--- src/rtl/pwm_bank_pkg.sv ---
// Package: shared field layout and decoded configuration type for the
// PWM bank. Assumes a 32-bit control word per channel.
package pwm_bank_pkg;
    localparam int WORD_W   = 32;
    localparam int DIV_W    = 13;
    localparam int DUTY_W   = 8;
    localparam int DUTY_LSB = 16;
    localparam int FULL_BIT = 24;
    localparam int EN_BIT   = 31;
    localparam int CFG_W    = 2 + DUTY_W + DIV_W;

    // Bits that hold state; every other bit reads back as zero.
    localparam logic [WORD_W-1:0] CFG_MASK =
        (WORD_W'(1) << EN_BIT) | (WORD_W'(1) << FULL_BIT) |
        (((WORD_W'(1) << DUTY_W) - 1) << DUTY_LSB) |
        ((WORD_W'(1) << DIV_W) - 1);

    typedef struct packed {
        logic              en;
        logic              full;
        logic [DUTY_W-1:0] duty;
        logic [DIV_W-1:0]  div;
    } pwm_cfg_t;

    // Decode one stored control word into its fields.
    function automatic pwm_cfg_t word_to_cfg(input logic [WORD_W-1:0] w);
        pwm_cfg_t c;
        c.en   = w[EN_BIT];
        c.full = w[FULL_BIT];
        c.duty = w[DUTY_LSB +: DUTY_W];
        c.div  = w[DIV_W-1:0];
        return c;
    endfunction
endpackage

--- src/rtl/pwm_tick_div.sv ---
// Prescaler: gives a one-cycle tick every div+1 clocks while run is high.
// Assumes div may change at any time; a >= compare keeps it from running
// past a smaller new limit. Held at zero while run is low.
module pwm_tick_div
    import pwm_bank_pkg::*;
(
    input  logic             clk,
    input  logic             rst_n,
    input  logic             run,
    input  logic [DIV_W-1:0] div,
    output logic             tick
);
    logic [DIV_W-1:0] pre_q;
    logic             at_limit;

    assign at_limit = (pre_q >= div);
    assign tick     = run && at_limit;

    // Count clocks up to the divide limit, then wrap.
    always_ff @(posedge clk) begin
        if (!rst_n || !run) begin
            pre_q <= '0;
        end else if (at_limit) begin
            pre_q <= '0;
        end else begin
            pre_q <= pre_q + 1'b1;
        end
    end
endmodule

--- src/rtl/pwm_lane.sv ---
// Period counter and duty compare for one channel. Assumes tick comes
// from the channel's prescaler. The output is a compare of registered
// state, so it follows a register write in the next cycle.
module pwm_lane
    import pwm_bank_pkg::*;
(
    input  logic              clk,
    input  logic              rst_n,
    input  logic              en,
    input  logic              full,
    input  logic [DUTY_W-1:0] duty,
    input  logic              tick,
    output logic              out
);
    logic [DUTY_W-1:0] step_q;

    // Advance the period counter on each tick; wraps every 256 ticks.
    always_ff @(posedge clk) begin
        if (!rst_n || !en) begin
            step_q <= '0;
        end else if (tick) begin
            step_q <= step_q + 1'b1;
        end
    end

    // High for the first duty steps, or always when the override is set.
    always_comb begin
        out = en && (full || (step_q < duty));
    end
endmodule

--- src/rtl/pwm_regfile.sv ---
// Control word storage for NUM_CH channels. Channel n sits at byte
// address n*16; other offsets are ignored on write and read as zero.
// Reads are combinational from the address.
module pwm_regfile
    import pwm_bank_pkg::*;
#(
    parameter int NUM_CH = 2,
    parameter int ADDR_W = 8
) (
    input  logic              clk,
    input  logic              rst_n,
    input  logic              bus_wr,
    input  logic [ADDR_W-1:0] bus_addr,
    input  logic [WORD_W-1:0] bus_wdata,
    output logic [WORD_W-1:0] bus_rdata,
    output pwm_cfg_t          cfg [NUM_CH]
);
    localparam int SEL_W = ADDR_W - 4;

    logic [SEL_W-1:0]  sel;
    logic [31:0]       sel_ext;
    logic              hit;
    logic [WORD_W-1:0] word_q [NUM_CH];

    assign sel     = bus_addr[ADDR_W-1:4];
    assign sel_ext = 32'(sel);
    assign hit     = (bus_addr[3:0] == 4'd0) && (sel_ext < 32'(NUM_CH));

    for (genvar c = 0; c < NUM_CH; c++) begin : g_word
        // Store the masked word when this channel is addressed.
        always_ff @(posedge clk) begin
            if (!rst_n) begin
                word_q[c] <= '0;
            end else if (bus_wr && hit && (sel_ext == 32'(c))) begin
                word_q[c] <= bus_wdata & CFG_MASK;
            end
        end
        assign cfg[c] = word_to_cfg(word_q[c]);
    end

    // Return the addressed word, zero for unmapped addresses.
    always_comb begin
        bus_rdata = '0;
        for (int c = 0; c < NUM_CH; c++) begin
            if (hit && (sel_ext == 32'(c))) bus_rdata = word_q[c];
        end
    end
endmodule

--- src/rtl/pwm_bank.sv ---
// Top of the PWM bank: register file plus one prescaler and one lane
// per channel. All channels share clk. Reset is synchronous, active low.
module pwm_bank
    import pwm_bank_pkg::*;
#(
    parameter int NUM_CH = 2,
    parameter int ADDR_W = 8
) (
    input  logic              clk,
    input  logic              rst_n,
    input  logic              bus_wr,
    input  logic [ADDR_W-1:0] bus_addr,
    input  logic [31:0]       bus_wdata,
    output logic [31:0]       bus_rdata,
    output logic [NUM_CH-1:0] pwm_out
);
    pwm_cfg_t                  cfg [NUM_CH];
    logic [NUM_CH*CFG_W-1:0]   cfg_flat;
    logic [NUM_CH-1:0]         tick;

    pwm_regfile #(.NUM_CH(NUM_CH), .ADDR_W(ADDR_W)) u_regs (
        .clk       (clk),
        .rst_n     (rst_n),
        .bus_wr    (bus_wr),
        .bus_addr  (bus_addr),
        .bus_wdata (bus_wdata),
        .bus_rdata (bus_rdata),
        .cfg       (cfg)
    );

    for (genvar c = 0; c < NUM_CH; c++) begin : g_ch
        assign cfg_flat[c*CFG_W +: CFG_W] = cfg[c];

        pwm_tick_div u_div (
            .clk   (clk),
            .rst_n (rst_n),
            .run   (cfg[c].en),
            .div   (cfg[c].div),
            .tick  (tick[c])
        );

        pwm_lane u_lane (
            .clk   (clk),
            .rst_n (rst_n),
            .en    (cfg[c].en),
            .full  (cfg[c].full),
            .duty  (cfg[c].duty),
            .tick  (tick[c]),
            .out   (pwm_out[c])
        );
    end
endmodule

--- config.mk ---
export PLATFORM = sky130hd
export DESIGN_NAME = pwm_bank
export DESIGN_NICKNAME = d
export VERILOG_FILES = /design/src/rtl/pwm_bank_pkg.sv /design/src/rtl/pwm_tick_div.sv /design/src/rtl/pwm_lane.sv /design/src/rtl/pwm_regfile.sv /design/src/rtl/pwm_bank.sv
export SDC_FILE = /design/constraint.sdc
export NUM_CORES = 1
export LEC_CHECK = 0
export CAP_MARGIN = 20
export CORE_UTILIZATION = 40
export DETAILED_ROUTE_END_ITERATION = 8
export SLEW_MARGIN = 20
export SYNTH_ARGS = -nofsm -noshare
export SYNTH_HDL_FRONTEND = slang
export SYNTH_HIERARCHICAL = 1
export SYNTH_SLANG_ARGS = --single-unit
--- constraint.sdc ---
create_clock -name clk -period 5.35 [get_ports clk]
set_input_delay 1.07 -clock clk [delete_from_list [all_inputs] [get_ports clk]]
set_output_delay 1.07 -clock clk [all_outputs]
set_load 0.03 [all_outputs]
======== Word level (Yosys, flattened, before mapping) ========
Memories as Yosys holds them, arrays and structs flattened.
Cells that the tools add are included.
storage, ports and cells
  register bits ........................... 42
  memory bits (writable) .................. 46
  memories kept ........................... 1
  logic and storage cells ................. 49
  output and inout port bits .............. 34
  input bits .............................. 43
memory list
  name           depth  bits a word  rd ports  clocked after memory_dff  write ports  RTL line           text
  u_regs.word_q  2      23           2         0                         2            pwm_regfile.sv:23  logic [WORD_W-1:0] word_q [NUM_CH];
operators by class
  muxes and demuxes ....................... 11
  add/sub/neg operators ................... 4
  bitwise gates (word level) .............. 2
  reduce and logical (&&, ||, !) cells .... 21
  equality and inequality tests ........... 1
  $lt $le $gt $ge ......................... 5
operators with widths
  cell                   number
  $mux 32                2
  $mux 23                2
  $logic_not 32->1       1
  $add 13x1->13 const B  2
  $ge 13x13->1           2
  $add 8x1->8 const B    2
  $lt 8x8->1             2
  $logic_and 1x1->1      10
  $mux 1                 7
  $eq 4x1->1 const B     1
  $logic_not 4->1        1
  $logic_or 1x1->1       4
  $lt 4x2->1 const B     1
  $reduce_or 2->1        2
  $logic_not 1->1        3
  $or 1x1->1             2

======== Depth between registers and ports, before layout ========
  word-level depth ........................ 8
  depth in mapped cells ................... 10
  gate-level depth less buffers ........... 9

======== Hierarchy ========
The synthesis kept the hierarchy.
by module, submodules not included
  module        cells an instance  times used  sequential area each (µm²)  area an instance (µm²)
  pwm_regfile   205                1           1381.3                      2371.0
  pwm_tick_div  105                2           260.2                       967.2
  pwm_lane      61                 2           160.2                       530.5

======== Worst setup path before layout ========
Ideal clock, no wire load.
  path kind ............................... input to register
  from .................................... in bus_addr[6]
  to ...................................... mem u_regs/word_q[0][0] in the netlist's numbering (enable)
  setup time .............................. 468 ps
  path buffers ............................ 1
  cell stages on the path ................. 3
  arrival time ............................ 4217 ps
  setup slack ............................. 665 ps
  required time ........................... 4882 ps
  cells stage by stage .................... or4_4 -> buf_6 -> o41ai_1
RTL lines
  item                RTL line           text
  start: declaration  pwm_bank.sv:12     input logic [ADDR_W-1:0] bus_addr,
  end: declaration    pwm_regfile.sv:23

======== Worst setup path after layout ========
  from .................................... in bus_addr[3]
  to ...................................... out bus_rdata[24]
on the way
  word-level cells in the longest chain between the ends .. 5
  elaborated cells on any way between the ends .. 6
  those cells by class .................... 2 x mux; 4 x reduce/logical
ends and longest elaborated chain
  item                   RTL line           text
  $logic_not 4->1 (*)    pwm_regfile.sv:27  assign hit = (bus_addr[3:0] == 4'd0) && (sel_ext < 32'(NUM_CH));
  $logic_and 1x1->1 (*)  pwm_regfile.sv:27
  $logic_and 1x1->1      pwm_regfile.sv:45  if (hit && (sel_ext == 32'(c))) bus_rdata = word_q[c];
  $mux 32                pwm_regfile.sv:45
  $mux 32 (*)            pwm_regfile.sv:45
  end: declaration       pwm_bank.sv:14     output logic [31:0] bus_rdata,
Mark *: on every way between the ends. The rest lies on a longest branch, timed or not.

==> impl_metrics.toml <==
[clock_network]
cts_tree = "done"
ctsResizeCount = 0
clock_path_buffers = 2
cts_sinks = 88
cts_root_buf = "clkbuf_16"
postCtsSetupBuffers = 0
htreeDepth = 3
path_clk_slew_ns = 0.06
clk_latency_ns = 0.33
cts_buffers = 9
cts_hold_buf = 0

[sta]
slew_headroom_pct = 30.6
rsz0062_at_grt = "false"
finalSetupViolCount = 0
worst_slew_pin_slew_ns = 1.04
hold_slack_ns = 0.489
fin_worst_skew_ns = 0.00377
fin_setup_tns_ns = 0
max_freq_mhz = 216
fin_crit_sh_pct = 86.5
layout_min_cycle_time_ns = 4.63
slew_violations = 0
postLayoutSetupSlackWorst_ns = 0.722
timing_hold_violations_final = 0

[pwr]
seqPwrFrac_pct = 49.5
power.density_nw_per_um2 = 238
combPwrFrac_pct = 9.7
p_switching_mw = 0.356
clockPowerShare_pct = 40.8
intPower_mw = 1.15
ir_drop_v = 0.000200
p_leak_nw = 2.46
switching_share_pct = 23.7

[placement]
gp_congestion = 0.774
io_buffer_count = 58
dp_slack_ns = 0.727
dp_hpwl_mm = 9.00

[drt]
viasPerCell = 5.44
wl_per_cell_um = 16.2
vias = 4118
ant_nets = 0
drtIter0Drc = 238
first_pass_iters = 4
wl_mm = 12.3
drc_errors = 0

[worst_setup_path]
cp-start-kind = "input pin"
endpoint_kind = "output pin"
worstPathMaxFanout = 39
crit_start = "bus_addr[3]"
r2r_end = "g_ch[0].u_lane/step_q[7]"
reg2reg_slack_ns = 2.39
reg2reg_from = "u_regs/word_q[0][4]"
worstSetupEndpoint = "bus_rdata[24]"
arrival_ns = 3.56
reg2reg_depth = 9
path_class = "in2out"
worstPathRequired_ns = 4.28

[synthesis]
synthArstFlopShare_pct = 0
ys_seq_elements = 88
syn_area_sq_um = 5370
synthFlopType = "edfxtp_1"
syn-mean-instance-area_sq_um = 9.99
synth_edf_count = 46
yosys.area.top_type = "edfxtp_1"
ys_warn_count = 6
yosys-top-cells-area = "edfxtp_1 (26%), dfxtp_1 (16%), ha_1 (10%), nor4_1 (5.4%), mux2i_1 (4.7%)"
synth_cell_types = 43
ys_seq_area_share_pct = 41.4
synthCells = 537
synth_top_area_share_pct = 25.7

[cells_and_area]
register_area_sq_um = 2220
final_util_pct = 49.2
nets = 667
diodes = 0
layout-drive-gt1-share_pct = 9.23
layout_commonest_cell = "clkdlybuf4s50_1"
area_growth_pct = 17.5
num-fill-cells = 1186
mostFrequentLayoutCells = "clkdlybuf4s50_1 (58), inv_1 (49), nor4_1 (46), edfxtp_1 (46), ha_1 (44)"
multi_input_area_sq_um = 2750

[die]
die_area_sq_um = 13900
dieHeight_um = 118
die_width_um = 118
start_util_pct = 41.8
fp-row-count = 41
ios = 77
coreArea_sq_um = 12800

[grt]
antenna_found_initial = 0
grt_pass1_vias = 4036
grt_max_degree = 72
grt_overflow = 0
grt_pass1_wl_mm = 20.4
grt_use_total_pct = 18.5

[flow_run]
drv_cap = 0

[hold_path]
min_path_type = "reg2reg"

[outcome]
status = "finished clean"
==> final cells by class <==
cell class	instances	area share, %
Inverter	49	2.92
Multi-Input combinational cell	365	43.5
Clock inverter	5	0.913
Sequential cell	88	35.2
Timing Repair Buffer	67	10.3
Tap cell	172	3.41
Clock buffer	11	3.69
==> metrics by stage <==
stage | area, sq um | power (mW) | cells
finish | 6300 | 1.50 | 757
floorplan | 5400 | 0.849 | 545
global placement | 6010 | 0.900 | 741
global route | 6300 | 1.56 | 757
detailed placement | 6010 | 0.904 | 741
CTS | 6300 | 1.52 | 757
==> cell usage after synthesis (4+ instances only) <==
cell       count
a211oi_1       4
a21oi_1       12
and3_1         4
and4_1        10
buf_1          5
buf_2          4
buf_4         11
buf_6          8
clkbuf_1      15
dfxtp_1       42
edfxtp_1      46
ha_1          44
inv_1         49
mux2i_1       25
nand2_1       41
nand3_1       12
nand4_1       14
nor2_1        12
nor3_1        27
nor3_2        20
nor4_1        46
o2111ai_1      4
o21a_1         8
o21ai_0       10
or3_1          7
xnor2_1        4
xor2_1        26
==> per-layer routing <==
layer  share of wire, %  GRT usage (%)  vias to the layer above
met5                  0              0                        -
met4                1.7           6.17                        0
met3                5.5           3.63                       18
met2                 48           30.6                      113
met1                 45           24.2                     1936
li1                   -              -                     2051
==> state kept, by name (all words and copies together) (netlist names) <==
register	count
u_regs/word_q	46
g_ch.u_div/pre_q	26
g_ch.u_lane/step_q	16
==> worst max-delay path: stages <==
cell,delay (ns)
clkdlybuf4s50_1,0.39
or3_2,0.83
buf_4,0.31
nor3_1,0.23
clkdlybuf4s50_1,0.72
==> power by group through the flow <==
stage | Combinational (mW) | Sequential [mW] | Clock, mW
2_1_floorplan | 0.0963 | 0.753 | 0
3_3_place_gp | 0.142 | 0.758 | 0
3_5_place_dp | 0.145 | 0.759 | 0
4_1_cts | 0.146 | 0.744 | 0.628
5_1_grt | 0.159 | 0.745 | 0.659
6_report | 0.146 | 0.743 | 0.613
==> worst min path at each step <==
stage,slack [ns],cells past startpoint,from,endpoint
after floorplan,0.45,1,g_ch[0].u_div/pre_q[0],g_ch[0].u_div/pre_q[0]
after global placement,0.48,2,g_ch[1].u_lane/step_q[7],g_ch[1].u_lane/step_q[7]
after detailed placement,0.48,2,g_ch[0].u_lane/step_q[7],g_ch[0].u_lane/step_q[7]
after CTS,0.49,2,g_ch[0].u_lane/step_q[7],g_ch[0].u_lane/step_q[7]
after global routing,0.51,2,g_ch[0].u_lane/step_q[7],g_ch[0].u_lane/step_q[7]
final,0.49,2,g_ch[0].u_lane/step_q[7],g_ch[0].u_lane/step_q[7]
==> logic make-up (layout without fill, tap and decap cells) <==
family          count (synthesis)  count (layout)  share of synthesized area [%]
flops                          88              88                           41.4
simple gates                  203             203                           23.3
xor+xnor                       30              30                           4.90
compound gates                 54              54                           7.02
mux                            25              25                           4.66
buf+inv                        92             132                           8.42
fa+ha+maj                      44              44                           10.3
other cells                     1               9                         0.0699
Power figures use the tool's default switching activity.
